===== src/rtl/ccTimerPkg.sv =====
package ccTimerPkg;

  typedef enum logic [1:0] {
    MODE_FREE      = 2'b00,
    MODE_CLR_MATCH = 2'b01,
    MODE_CLR_EDGE  = 2'b10,
    MODE_RSVD      = 2'b11
  } timerMode_e;

  // Strobes from control to datapath, all valid for the current cycle
  typedef struct packed {
    logic cntInc;    // step the counter by one
    logic cntClr;    // return the counter to zero
    logic ovfSet;    // wrap happened
    logic ovfClr;    // accepted flag clear
    logic capLoad;   // latch the counter into the capture register
    logic matchHit;  // counter equals compare on a step
    logic cmpLoad;   // load the compare register
    logic rdLoad;    // register a read
    logic rdPick;    // 0 compare, 1 capture
    logic rdOk;      // read data is guaranteed
  } ctrlStrobes_s;

endpackage


===== src/rtl/ccTimerCtrl.sv =====
module ccTimerCtrl
  import ccTimerPkg::*;
#(
  parameter int WIDTH       = 16,
  parameter int SYNC_STAGES = 2
) (
  input  logic               clk,
  input  logic               rstN,
  input  logic               countEn,
  input  logic [1:0]         modeSel,
  input  logic               edgeSel,
  input  logic               capPin,
  input  logic               wrEn,
  input  logic               wrSel,
  input  logic               rdEn,
  input  logic               rdSel,
  input  logic [WIDTH-1:0]   cntVal,
  input  logic [WIDTH-1:0]   cmpVal,
  output ctrlStrobes_s       strobes
);

  localparam logic [WIDTH-1:0] CNT_MAX = {WIDTH{1'b1}};

  // Synchronizer chain for the trigger pin
  logic [SYNC_STAGES-1:0] syncQ;
  logic                   prevQ;

  always_ff @(posedge clk or negedge rstN) begin
    if (!rstN) syncQ[0] <= 1'b0;
    else       syncQ[0] <= capPin;
  end

  for (genvar i = 1; i < SYNC_STAGES; i++) begin : gSync
    always_ff @(posedge clk or negedge rstN) begin
      if (!rstN) syncQ[i] <= 1'b0;
      else       syncQ[i] <= syncQ[i-1];
    end
  end

  always_ff @(posedge clk or negedge rstN) begin
    if (!rstN) prevQ <= 1'b0;
    else       prevQ <= syncQ[SYNC_STAGES-1];
  end

  logic pinLvl;
  logic riseEvt;
  logic fallEvt;
  logic edgeEvt;

  assign pinLvl  = syncQ[SYNC_STAGES-1];
  assign riseEvt = pinLvl & ~prevQ;
  assign fallEvt = ~pinLvl & prevQ;
  assign edgeEvt = edgeSel ? riseEvt : fallEvt;

  // Mode decode and counter decisions
  timerMode_e mode;
  logic       atMax;
  logic       isMatch;
  logic       edgeClr;
  logic       matchClr;
  logic       wrapEvt;
  logic       guardQ;

  assign mode     = timerMode_e'(modeSel);
  assign atMax    = (cntVal == CNT_MAX);
  assign isMatch  = (cntVal == cmpVal);
  assign edgeClr  = (mode == MODE_CLR_EDGE) && edgeEvt;
  assign matchClr = countEn && (mode == MODE_CLR_MATCH) && isMatch;
  assign wrapEvt  = countEn && atMax && !edgeClr;

  // Guard: set on a wrap, released by the next count step or trigger clear
  always_ff @(posedge clk or negedge rstN) begin
    if (!rstN)                   guardQ <= 1'b0;
    else if (wrapEvt)            guardQ <= 1'b1;
    else if (countEn || edgeClr) guardQ <= 1'b0;
  end

  always_comb begin
    strobes          = '0;
    strobes.cntClr   = edgeClr || matchClr;
    strobes.cntInc   = countEn && !(edgeClr || matchClr);
    strobes.ovfSet   = wrapEvt;
    strobes.ovfClr   = wrEn && wrSel && !guardQ && !wrapEvt;
    strobes.capLoad  = edgeEvt;
    strobes.matchHit = countEn && isMatch;
    strobes.cmpLoad  = wrEn && !wrSel;
    strobes.rdLoad   = rdEn;
    strobes.rdPick   = rdSel;
    strobes.rdOk     = rdEn && !(rdSel && edgeEvt);
  end

endmodule


===== src/rtl/ccTimerDatapath.sv =====
module ccTimerDatapath
  import ccTimerPkg::*;
#(
  parameter int WIDTH = 16
) (
  input  logic               clk,
  input  logic               rstN,
  input  ctrlStrobes_s       strobes,
  input  logic [WIDTH-1:0]   wrData,
  output logic [WIDTH-1:0]   cntVal,
  output logic [WIDTH-1:0]   cmpVal,
  output logic [WIDTH-1:0]   rdData,
  output logic               rdValid,
  output logic               ovfFlag,
  output logic               matchIrq,
  output logic               capIrq
);

  localparam logic [WIDTH-1:0] ONE = WIDTH'(1);

  logic [WIDTH-1:0] cntQ;
  logic [WIDTH-1:0] cmpQ;
  logic [WIDTH-1:0] capQ;

  always_ff @(posedge clk or negedge rstN) begin
    if (!rstN)               cntQ <= '0;
    else if (strobes.cntClr) cntQ <= '0;
    else if (strobes.cntInc) cntQ <= cntQ + ONE;
  end

  always_ff @(posedge clk or negedge rstN) begin
    if (!rstN)                cmpQ <= '0;
    else if (strobes.cmpLoad) cmpQ <= wrData;
  end

  always_ff @(posedge clk or negedge rstN) begin
    if (!rstN)                capQ <= '0;
    else if (strobes.capLoad) capQ <= cntQ;
  end

  always_ff @(posedge clk or negedge rstN) begin
    if (!rstN)               ovfFlag <= 1'b0;
    else if (strobes.ovfSet) ovfFlag <= 1'b1;
    else if (strobes.ovfClr) ovfFlag <= 1'b0;
  end

  always_ff @(posedge clk or negedge rstN) begin
    if (!rstN) begin
      matchIrq <= 1'b0;
      capIrq   <= 1'b0;
    end else begin
      matchIrq <= strobes.matchHit;
      capIrq   <= strobes.capLoad;
    end
  end

  always_ff @(posedge clk or negedge rstN) begin
    if (!rstN) begin
      rdData  <= '0;
      rdValid <= 1'b0;
    end else begin
      rdValid <= strobes.rdOk;
      if (strobes.rdLoad) rdData <= strobes.rdPick ? capQ : cmpQ;
    end
  end

  assign cntVal = cntQ;
  assign cmpVal = cmpQ;

endmodule


===== src/rtl/ccTimer.sv =====
module ccTimer
  import ccTimerPkg::*;
#(
  parameter int WIDTH       = 16,
  parameter int SYNC_STAGES = 2
) (
  input  logic             clk,
  input  logic             rstN,
  input  logic             countEn,
  input  logic [1:0]       modeSel,
  input  logic             edgeSel,
  input  logic             capPin,
  input  logic             wrEn,
  input  logic             wrSel,
  input  logic [WIDTH-1:0] wrData,
  input  logic             rdEn,
  input  logic             rdSel,
  output logic [WIDTH-1:0] rdData,
  output logic             rdValid,
  output logic [WIDTH-1:0] count,
  output logic             ovfFlag,
  output logic             matchIrq,
  output logic             capIrq
);

  ctrlStrobes_s     strobes;
  logic [WIDTH-1:0] cntVal;
  logic [WIDTH-1:0] cmpVal;

  ccTimerCtrl #(.WIDTH(WIDTH), .SYNC_STAGES(SYNC_STAGES)) uCtrl (
    .clk     (clk),
    .rstN    (rstN),
    .countEn (countEn),
    .modeSel (modeSel),
    .edgeSel (edgeSel),
    .capPin  (capPin),
    .wrEn    (wrEn),
    .wrSel   (wrSel),
    .rdEn    (rdEn),
    .rdSel   (rdSel),
    .cntVal  (cntVal),
    .cmpVal  (cmpVal),
    .strobes (strobes)
  );

  ccTimerDatapath #(.WIDTH(WIDTH)) uDp (
    .clk      (clk),
    .rstN     (rstN),
    .strobes  (strobes),
    .wrData   (wrData),
    .cntVal   (cntVal),
    .cmpVal   (cmpVal),
    .rdData   (rdData),
    .rdValid  (rdValid),
    .ovfFlag  (ovfFlag),
    .matchIrq (matchIrq),
    .capIrq   (capIrq)
  );

  assign count = cntVal;

endmodule


===== config.mk =====
export PLATFORM = sky130hd
export DESIGN_NAME = ccTimer
export DESIGN_NICKNAME = d
export VERILOG_FILES = /design/src/rtl/ccTimerPkg.sv /design/src/rtl/ccTimerCtrl.sv /design/src/rtl/ccTimerDatapath.sv /design/src/rtl/ccTimer.sv
export SDC_FILE = /design/constraint.sdc
export NUM_CORES = 1
export LEC_CHECK = 0
export BUFFER_PORTS_ARGS = -buffer_cell sky130_fd_sc_hd__buf_4
export CAP_MARGIN = 20
export CORE_ASPECT_RATIO = 1.75
export CORE_UTILIZATION = 26
export CTS_BUF_LIST = sky130_fd_sc_hd__clkbuf_8
export DETAILED_ROUTE_END_ITERATION = 10
export PLACE_DENSITY = 0.49
export SLEW_MARGIN = 20
export SYNTH_ARGS = -nofsm -noshare
export SYNTH_HDL_FRONTEND = slang
export SYNTH_SLANG_ARGS = --single-unit

===== constraint.sdc =====
create_clock -name clk -period 2.9 [get_ports clk]
set_input_delay 0.145 -clock clk [delete_from_list [all_inputs] [get_ports clk]]
set_output_delay 0.145 -clock clk [all_outputs]
set_load 0.03 [all_outputs]

==> results of run 1 <==
[cell usage in the layout, fill, tap and decap left out, types with 2 or more instances in the layout]
| cell | count |
|---|---|
| dfrtp_1 | 72 |
| buf_4 | 64 |
| nand2_1 | 52 |
| nor2_1 | 35 |
| xnor2_1 | 21 |
| a21oi_1 | 18 |
| mux2i_1 | 17 |
| mux2_2 | 16 |
| nand4_1 | 9 |
| clkbuf_8 | 9 |
| xor2_1 | 7 |
| nand3_1 | 5 |
| inv_1 | 5 |
| nor2b_1 | 3 |
| nor4_4 | 2 |
| nor3b_1 | 2 |
| nor3_1 | 2 |
| dlygate4sd3_1 | 2 |
[metal layers]
| metal | routed length (µm) | vias up | global-route usage, % |
|---|---|---|---|
| li1 | - | 1100 | - |
| met1 | 3210 | 1085 | 15.0 |
| met2 | 4420 | 42 | 24.7 |
| met3 | 259 | 12 | 2.93 |
| met4 | 156 | 0 | 5.25 |
| met5 | 0 | - | 0 |
[layout make-up]
class	instances	area [µm²]	share of cell area, %
tap	165	206	5.17
clock buffer	9	124	3.10
multi-input combinational	206	1330	33.3
clock inverter	6	23.8	0.596
sequential	72	1800	45.2
inverter	1	3.75	0.0941
timing repair buffer	66	500	12.5
[flip-flops by register name (all words and copies together), names as in the netlist]
signal	count
uDp.capIrq	1
uDp.capQ	16
uDp.ovfFlag	1
uDp.matchIrq	1
uDp.rdValid	1
uCtrl.pinLvl	1
uDp.rdData	16
uCtrl.syncQ	1
uDp.cmpVal	16
uDp.cntVal	16
uCtrl.prevQ	1
uCtrl.guardQ	1
[Yosys cell counts, types with 2 or more instances]
| cell | instances | area (µm²) |
|---|---|---|
| clkbuf_1 | 7 | 26.3 |
| buf_6 | 3 | 33.8 |
| nand2_1 | 52 | 195 |
| mux2i_1 | 17 | 170 |
| mux2_2 | 16 | 180 |
| nand4_1 | 9 | 56.3 |
| nor4_4 | 2 | 42.5 |
| a21oi_1 | 18 | 90.1 |
| xor2_1 | 7 | 61.3 |
| nor2_1 | 35 | 131 |
| buf_2 | 4 | 20.0 |
| nor3_1 | 2 | 10.0 |
| nor3b_1 | 2 | 15.0 |
| nand3_1 | 5 | 25.0 |
| nor2b_1 | 3 | 18.8 |
| xnor2_1 | 21 | 184 |
| dfrtp_1 | 72 | 1800 |
[power groups by stage]
stage          clock (mW)  combinational, mW  sequential [mW]
6_report            0.634              0.635             1.31
2_1_floorplan           0              0.322             1.40
3_3_place_gp            0              0.638             1.33
5_1_grt             0.709              0.689             1.34
4_1_cts             0.658              0.649             1.32
3_5_place_dp            0              0.643             1.34
[logic make-up after synthesis]
group                    Yosys count
AO/OA/AOI/OAI                     24
XOR/XNOR                          29
adder cells (fa/ha/maj)            1
buffers and inverters             15
flip-flops                        72
multiplexers                      33
AND/OR/NAND/NOR                  119
[repair_timing]
item	in CTS	in global routing
hold buffers	2	0
endpoints found under the setup margin	0	0
endpoints found under the hold margin	73	0
gates resized for setup	0	0
[path summary, 6_finish.rpt]
path | slack (ps) | cells after the start | end | startpoint
worst max-delay path | 990 | 5 | uDp.cntVal[5]$_DFFE_PN0P_ | uDp.cntVal[7]$_DFFE_PN0P_
worst min-delay path | 30 | 2 | uDp.cmpVal[6]$_DFFE_PN0P_ | wrData[6]
worst max register to register | 990 | 5 | uDp.cntVal[5]$_DFFE_PN0P_ | uDp.cntVal[7]$_DFFE_PN0P_
worst min register to register | 380 | 0 | uCtrl.pinLvl$_DFF_PN0_ | uCtrl.syncQ[0]$_DFF_PN0_
max in group asynchronous | 1830 | 2 | uDp.cmpVal[3]$_DFFE_PN0P_ | rstN
min in group asynchronous | 470 | 2 | uDp.cmpVal[9]$_DFFE_PN0P_ | rstN
[critical path, cell delays in order, from the launching register on]
cell	delay (ps)
dfrtp_1	470
xnor2_1	320
nand4_1	190
nor4_4	400
a31o_4	330
nor3_1	80
[stage by stage]
stage / hold slack [ps] / util, % / setup slack, ps / power [mW] / std cells
final: 27.1 / 33.2 / 992 / 2.58 / 525
after global routing: 13.0 / 33.2 / 883 / 2.73 / 525
after CTS: 8.60 / 33.2 / 931 / 2.62 / 525
after detailed placement: 256 / 31.8 / 947 / 1.98 / 508
after global placement: 255 / 31.8 / 937 / 1.97 / 508
after floorplan: -151 / - / 1130 / 1.72 / 293
==> flow_summary.ini, run 1 <==
[timing]
setup_viol = 0
max_freq_ghz = 0.524
final.setup_skew_ps = 9.96
worst_pin_slew_ps = 915
finalSetupTns_ps = 0
min_period_over_period_pct = 65.8
period_needed_ps = 1910
rsz0062_at_grt = false
slew_headroom_pct = 39.0
drv_slew = 0
finalHoldViolations = 0

[pwr]
p_sw_uw = 877
power_density_nw_per_um2 = 647
pwr-share-seq_pct = 50.8
pwr-share-clk_pct = 24.6
max-vdd-ir-drop_mv = 0.236
total_leakage_power_nw = 1.88
p_sw_share_pct = 34.0
combinationalPowerShare_pct = 24.6
p_int_mw = 1.70

[global_route]
grt_pass1_wl_um = 12700
grt-ovfl-total = 0
grt_max_degree = 73
antenna_found_initial = 0
grt_pass1_vias = 2319
track_usage_pct = 13.5

[placement]
gp_congestion = 0.725
post-dp-hpwl_um = 5950
placed_area_um2 = 3820
io_buffers = 62

[floorplanning]
ios = 63
core_area_um2 = 12000
initial_core_util_pct = 26.8
dieHeight_um = 149
rows = 53
dieArea_um2 = 12800
die_x_um = 86.1

[layout]
area_delta_synth_final_pct = 24.1
final_cell_area_um2 = 3990
fin_nets = 384
layout-drive-gt1-share_pct = 27.2
n_antenna_cell = 0
fill_cells = 1268

[yosys]
synth_top_family_by_area = simple AND/OR/NAND/NOR gates
synth_mux_area_share_pct = 10.9
synth-simple-area-share_pct = 17.5
ys_seq_area_share_pct = 56.0
synth_edf_count = 0
yosysUniqueCellTypes = 35
netlist_area_um2 = 3220
syn_nets = 321
synth.avg_cell_area_um2 = 11.0
synth-xor-area-share_pct = 8.13
ys.flop_type = dfrtp_1
yosys.area_share.adder_pct = 0.389
synthCells = 293
synthArstFlopShare_pct = 100
ys_ff_latch = 72
synth-compound-area-share_pct = 4.44
yosys_warnings = 0

[clocking]
cts_tree = built
clkSinkCount = 72
root_buffer = clkbuf_8
post_cts.repair.setup_buffers = 0
ctsHtreeMaxLevel = 3
clock_path_buffers = 2
insertion_delay_ps = 350
clk_pin_slew_ps = 70
numCtsBuffers = 9

[route]
drtAntennaViolNets = 0
wl_per_cell_um = 15.3
vias = 2239
drt-initial-drc-count = 71
dr.pass1.iters = 4
wirelength_um = 8040
drc = 0
viasPerCell = 4.26

[setup_path]
crit_path_max_fanout = 15
cp.arrival_ps = 2130
path_class = reg2reg
cp-end-kind = flop
worstPathRequired_ps = 3130
startpoint_type = flop

[min_path]
hold_class = in2reg

[status]
status = finished clean

[flow_run]
maxCapViolations = 0
(Power assumes the default switching activity.)
==> run 2, diff against run 1 <==
Settings changed: ABC_AREA set to 1, PLACE_DENSITY 0.49 to 0.48.
Clock period 2.9 ns to 2 ns, I/O delays scaled along.
==> run 2 against run 1 <==
  * Maximum frequency rose by 8.6%
  * Register-to-register slack got worse by 750 ps
  * Count of clock-buffer cells in the layout rose by 2
  * Total power rose by 54%
  * Combinational power rose by 55%
  * Critical endpoint is now uDp.ovfFlag$_DFFE_PN0P_
  * Non-clock buffer count rose by 10
  * Core utilization rose by 1.3 points
  * Final cell count rose by 27%
  * Worst setup slack got worse by 750 ps
==> flow_summary.ini, run 2 <==
[yosys]
synthCells = 421
yosys_warnings = 0
ys_ff_latch = 72
synthArstFlopShare_pct = 100
synth.avg_cell_area_um2 = 8.06
netlist_top_cells_area = dfrtp_1 (53%), nand2_1 (12%), nor2_1 (6.4%), a21oi_1 (4.9%), inv_1 (4.2%)
syn_nets = 449
yosysUniqueCellTypes = 23
synth_top_area_share_pct = 53.1
synth_edf_count = 0
synthTopCellsByCount = nand2_1 (111), dfrtp_1 (72), nor2_1 (58)
yosysMostFrequentCell = nand2_1
ys_seq_area_share_pct = 53.1
synth_top_area_cell = dfrtp_1
netlist_area_um2 = 3390
ys.flop_type = dfrtp_1

[floorplanning]
ios = 63
rows = 54
initial_core_util_pct = 27.0
die_x_um = 88.4
dieArea_um2 = 13500
core_area_um2 = 12600
dieHeight_um = 153

[timing]
min_period_over_period_pct = 87.8
holdWs_ps = 16.2
finalSetupTns_ps = 0
max_freq_ghz = 0.569
slew_headroom_pct = 68.0
final.setup_skew_ps = 10.1
worst_pin_slew_ps = 477
period_needed_ps = 1760
finalHoldViolations = 0
drv_slew = 0
setup_viol = 0
rsz0062_at_grt = false

[pwr]
p_int_mw = 2.64
max-vdd-ir-drop_mv = 0.288
power_density_nw_per_um2 = 916
p_sw_mw = 1.34
p_total_mw = 3.98
pwr-share-clk_pct = 30.1
total_leakage_power_nw = 2.07
pwr-share-seq_pct = 45.2
combinationalPowerShare_pct = 24.7
p_sw_share_pct = 33.6

[layout]
mostFrequentLayoutCells = nand2_1 (111), dfrtp_1 (72), buf_4 (65)
layout-drive-gt1-share_pct = 21.3
fin_nets = 520
n_antenna_cell = 0
utilization_pct = 34.6
area_delta_synth_final_pct = 27.9
stdcell_count = 665
final_common_cell = nand2_1

[placement]
post-dp-hpwl_um = 6840
gp_congestion = 0.840
dp_cells = 639
io_buffers = 62

[setup_path]
crit_chain = ha_1 > nand2_1 > nor2_1 > nand3_1 > nor3_1 > nand3_1 > o21ai_0
crit_slowest_cell = dfrtp_1
startpoint_type = flop
ff2ff_path_depth = 7
cp-end-kind = flop
worstPathRequired_ps = 2270
cp.arrival_ps = 2020
crit_top_cell = nand3_1
slowest_delay_ps = 480
crit_path_max_fanout = 6
path_class = reg2reg

[clocking]
clk_pin_slew_ps = 70
clock_path_buffers = 2
post_cts.repair.setup_buffers = 0
ctsHtreeMaxLevel = 3
clkSinkCount = 72
insertion_delay_ps = 350
numCtsBuffers = 9
root_buffer = clkbuf_8
cts_tree = built

[route]
drtAntennaViolNets = 0
vias = 2887
drt-initial-drc-count = 167
wirelength_um = 9040
wl_per_cell_um = 13.6
dr.pass1.iters = 4
drc = 0
viasPerCell = 4.34

[flow_run]
maxCapViolations = 0

[global_route]
top_usage_layer = met2
grtUsageMet2_pct = 23.7
antenna_found_initial = 0
grt_max_degree = 40
grt-ovfl-total = 0
grt_pass1_vias = 2874
grt_util_met1_pct = 17.6
grt_pass1_wl_um = 14700
track_usage_pct = 14.5
grtUsageMet3_pct = 2.59

[min_path]
hold_class = in2reg
holdPathStages = 3

[status]
status = finished clean
[run 2: critical path, delay by kind of cell, from the launching register on]
| family | cells | cell delay [ps] |
|---|---|---|
| adders and majority gates | 1 | 230 |
| AOI/OAI and AO/OA | 1 | 110 |
| DFF | 1 | 480 |
| and+or+nand+nor | 5 | 860 |
[run 2: worst paths after layout]
kind,startpoint,to,slack [ps]
max,uDp.cntVal[0]$_DFFE_PN0P_,uDp.ovfFlag$_DFFE_PN0P_,240
min,wrData[2],uDp.cmpVal[2]$_DFFE_PN0P_,20
max reg2reg,uDp.cntVal[0]$_DFFE_PN0P_,uDp.ovfFlag$_DFFE_PN0P_,240
min reg2reg,uCtrl.syncQ[0]$_DFF_PN0_,uCtrl.pinLvl$_DFF_PN0_,360
max in group asynchronous,rstN,uDp.cmpVal[10]$_DFFE_PN0P_,1170
min in group asynchronous,rstN,uDp.cmpVal[14]$_DFFE_PN0P_,260
[run 2: power by group through the flow]
stage	Combinational (mW)	Clock (mW)	Sequential, mW
after global routing	1.10	1.30	1.83
final	0.982	1.20	1.80
after floorplan	0.410	0	1.99
after detailed placement	0.978	0	1.83
after CTS	0.998	1.24	1.80
after global placement	0.972	0	1.83
[run 2: what timing repair did]
item	CTS	global route
hold buffers	10	0
gates resized for setup	0	0
hold endpoints to repair	42	0
[run 2: kinds of logic (layout without fill, tap and decap cells)]
logic type / count (synthesis) / after routing / share of synthesized area (%)
xor+xnor: 8 / 8 / 2.06
compound gates: 72 / 72 / 11.9
simple gates: 207 / 207 / 25.3
flops: 72 / 72 / 53.1
buf+inv: 61 / 137 / 7.22
fa+ha+maj: 1 / 1 / 0.369
[run 2: metrics by stage]
step	setup slack [ps]	instance area (µm²)
after floorplan	366	3390
after global placement	200	4040
after detailed placement	239	4040
after CTS	220	4340
after global routing	105	4340
final	243	4340
[run 2: cell type report]
type	count	area (µm²)
clock inverter	5	55.1
timing repair buffer	76	608
fill	1391	8220
clock buffer	11	151
multi-input combinational	288	1350
sequential	72	1800
inverter	45	169
tap	168	210
[run 2: layer usage]
layer,vias up,routed length [µm]
li1,1458,-
met1,1354,3760
met2,58,4600
met3,17,350
met4,0,329
met5,-,0
==> run 3, diff against run 2 <==
Settings changed: ABC_AREA 1 to not set, PLACE_DENSITY 0.48 to 0.49.
==> run 3 against run 2 <==
  * Critical path depth fell by 2
  * Register-to-register slack got worse by 90 ps
  * Sequential cell count unchanged
  * Combinational power up 5%
  * Sequential power grew 4%
  * First-iteration DRC count is 68% lower
  * Non-clock buffer count rose by 17
  * Total power rose by 2.1%
==> flow_summary.ini, run 3 (synthesized netlist as in run 1, its figures left out) <==
[status]
status = finished clean

[route]
dr_wl_met2_um = 4720
vias = 2330
drt-initial-drc-count = 54
wl_per_cell_um = 15.4
drc = 0
viasPerCell = 4.21
wl_met3_um = 227
top_layer = met4
drt-met1-wl_um = 3430
dr.pass1.iters = 4
drtAntennaViolNets = 0
wirelength_um = 8520

[clocking]
insertion_delay_ps = 350
clock_path_buffers = 2
root_buffer = clkbuf_8
post_cts.repair.setup_buffers = 0
clk_pin_slew_ps = 70
ctsHtreeMaxLevel = 3
numCtsBuffers = 9
clkSinkCount = 72
cts_tree = built

[setup_path]
cp-end-kind = flop
worstPathRequired_ps = 2230
cp_num_buf_inv = 0
r2r_start = uDp.cntVal[2]$_DFFE_PN0P_
cp.arrival_ps = 2080
crit_path_max_fanout = 10
crit_family = simple AND/OR/NAND/NOR gates
crit_slowest_cell = dfrtp_1
crit_start = uDp.cntVal[2]$_DFFE_PN0P_
path_class = reg2reg
slowest_delay_ps = 530
crit_chain = xnor2_2 > nand4_1 > nor4_4 > a31o_4 > nor2_1
startpoint_type = flop

[floorplanning]
initial_core_util_pct = 26.8
ios = 63
rows = 53
dieHeight_um = 149
dieArea_um2 = 12800
die_x_um = 86.1
core_area_um2 = 12000

[global_route]
grt_pass1_wl_um = 13200
antenna_found_initial = 0
track_usage_pct = 14.0
grt-ovfl-total = 0
grt_max_degree = 40
grt_pass1_vias = 2449

[layout]
final_cell_area_um2 = 4310
mostFrequentLayoutCells = buf_4 (75), dfrtp_1 (72), nand2_1 (52)
final_common_cell = buf_4
n_antenna_cell = 0
area_delta_synth_final_pct = 34.1
fin_nets = 412
layout-drive-gt1-share_pct = 29.6

[timing]
period_needed_ps = 1850
min_period_over_period_pct = 92.3
drv_slew = 0
max_freq_ghz = 0.542
finalSetupTns_ps = 0
setup_viol = 0
final.setup_skew_ps = 7.14
worst_pin_slew_ps = 545
holdWs_ps = 14.1
slew_headroom_pct = 63.7
finalHoldViolations = 0
rsz0062_at_grt = false

[placement]
gp_congestion = 0.756
placed_area_um2 = 3930
post-dp-hpwl_um = 6380
io_buffers = 62

[pwr]
power_density_nw_per_um2 = 942
max-vdd-ir-drop_mv = 0.346
total_leakage_power_nw = 2.04

[flow_run]
maxCapViolations = 0

[min_path]
min-delay-start = wrData[1]
hold_class = in2reg
[run 3: cell types whose count changed in the layout (fill, tap and decap cells not counted), sizes merged, moves of 5 or more]
cell | previous run | this run
nand4 | 4 | 9
a21oi | 33 | 19
buf | 66 | 76
nand3 | 15 | 6
nand2 | 112 | 53
xnor2 | 1 | 22
nor2 | 73 | 35
inv | 45 | 2
o21ai | 21 | 2
mux2i | 0 | 17
o21a | 16 | 0
dlygate4sd3 | 10 | 17
mux2 | 0 | 16
[run 3: path summary, 6_finish.rpt]
| path | endpoint | slack, ps | cells after the start |
|---|---|---|---|
| setup / recovery | uDp.cntVal[6]$_DFFE_PN0P_ | 150 | 5 |
| hold / removal | uDp.cmpVal[1]$_DFFE_PN0P_ | 10 | 2 |
| setup reg to reg | uDp.cntVal[6]$_DFFE_PN0P_ | 150 | 5 |
| hold reg to reg | uCtrl.pinLvl$_DFF_PN0_ | 360 | 0 |
| max in group asynchronous | uDp.cmpVal[0]$_DFFE_PN0P_ | 1140 | 3 |
| min in group asynchronous | uCtrl.prevQ$_DFF_PN0_ | 270 | 2 |
[run 3: power breakdown]
part	leakage (nW)	total [mW]	switching [mW]	internal [mW]
clock network	0.112	1.16	0.524	0.631
logic	1.01	1.03	0.566	0.460
registers	0.912	1.88	0.231	1.65
total	2.04	4.06	1.32	2.74
[run 3: routing by layer]
metal	vias up	global-route usage, %
li1	1167	-
met2	38	25.6
met3	11	2.43
met4	0	5.75
met5	-	0
met1	1114	15.8
[run 3: metrics by stage]
| stage | instances | setup slack (ps) | util (%) | power, mW |
|---|---|---|---|---|
| floorplan | 293 | 230 | - | 2.49 |
| global route | 554 | 40.2 | 35.9 | 4.28 |
| finish | 554 | 155 | 35.9 | 4.06 |
| global placement | 520 | 72.1 | 32.7 | 2.92 |
| detailed placement | 520 | 44.9 | 32.7 | 2.93 |
| CTS | 553 | 17.9 | 35.8 | 4.13 |
[run 3: cell type report]
cell class,instances,area [µm²]
clock inverters,5,47.5
fillers,1242,7690
flip-flops and latches,72,1800
multi-input cells,207,1350
repair buffers,93,753
inverters,1,3.75
well taps,165,206
clock buffers,11,151
[run 3: repair_timing]
action / CTS / global route
endpoints found under the setup margin: 0 / 15
hold buffers: 17 / 0
hold endpoints to repair: 54 / 0
resized for setup: 0 / 1
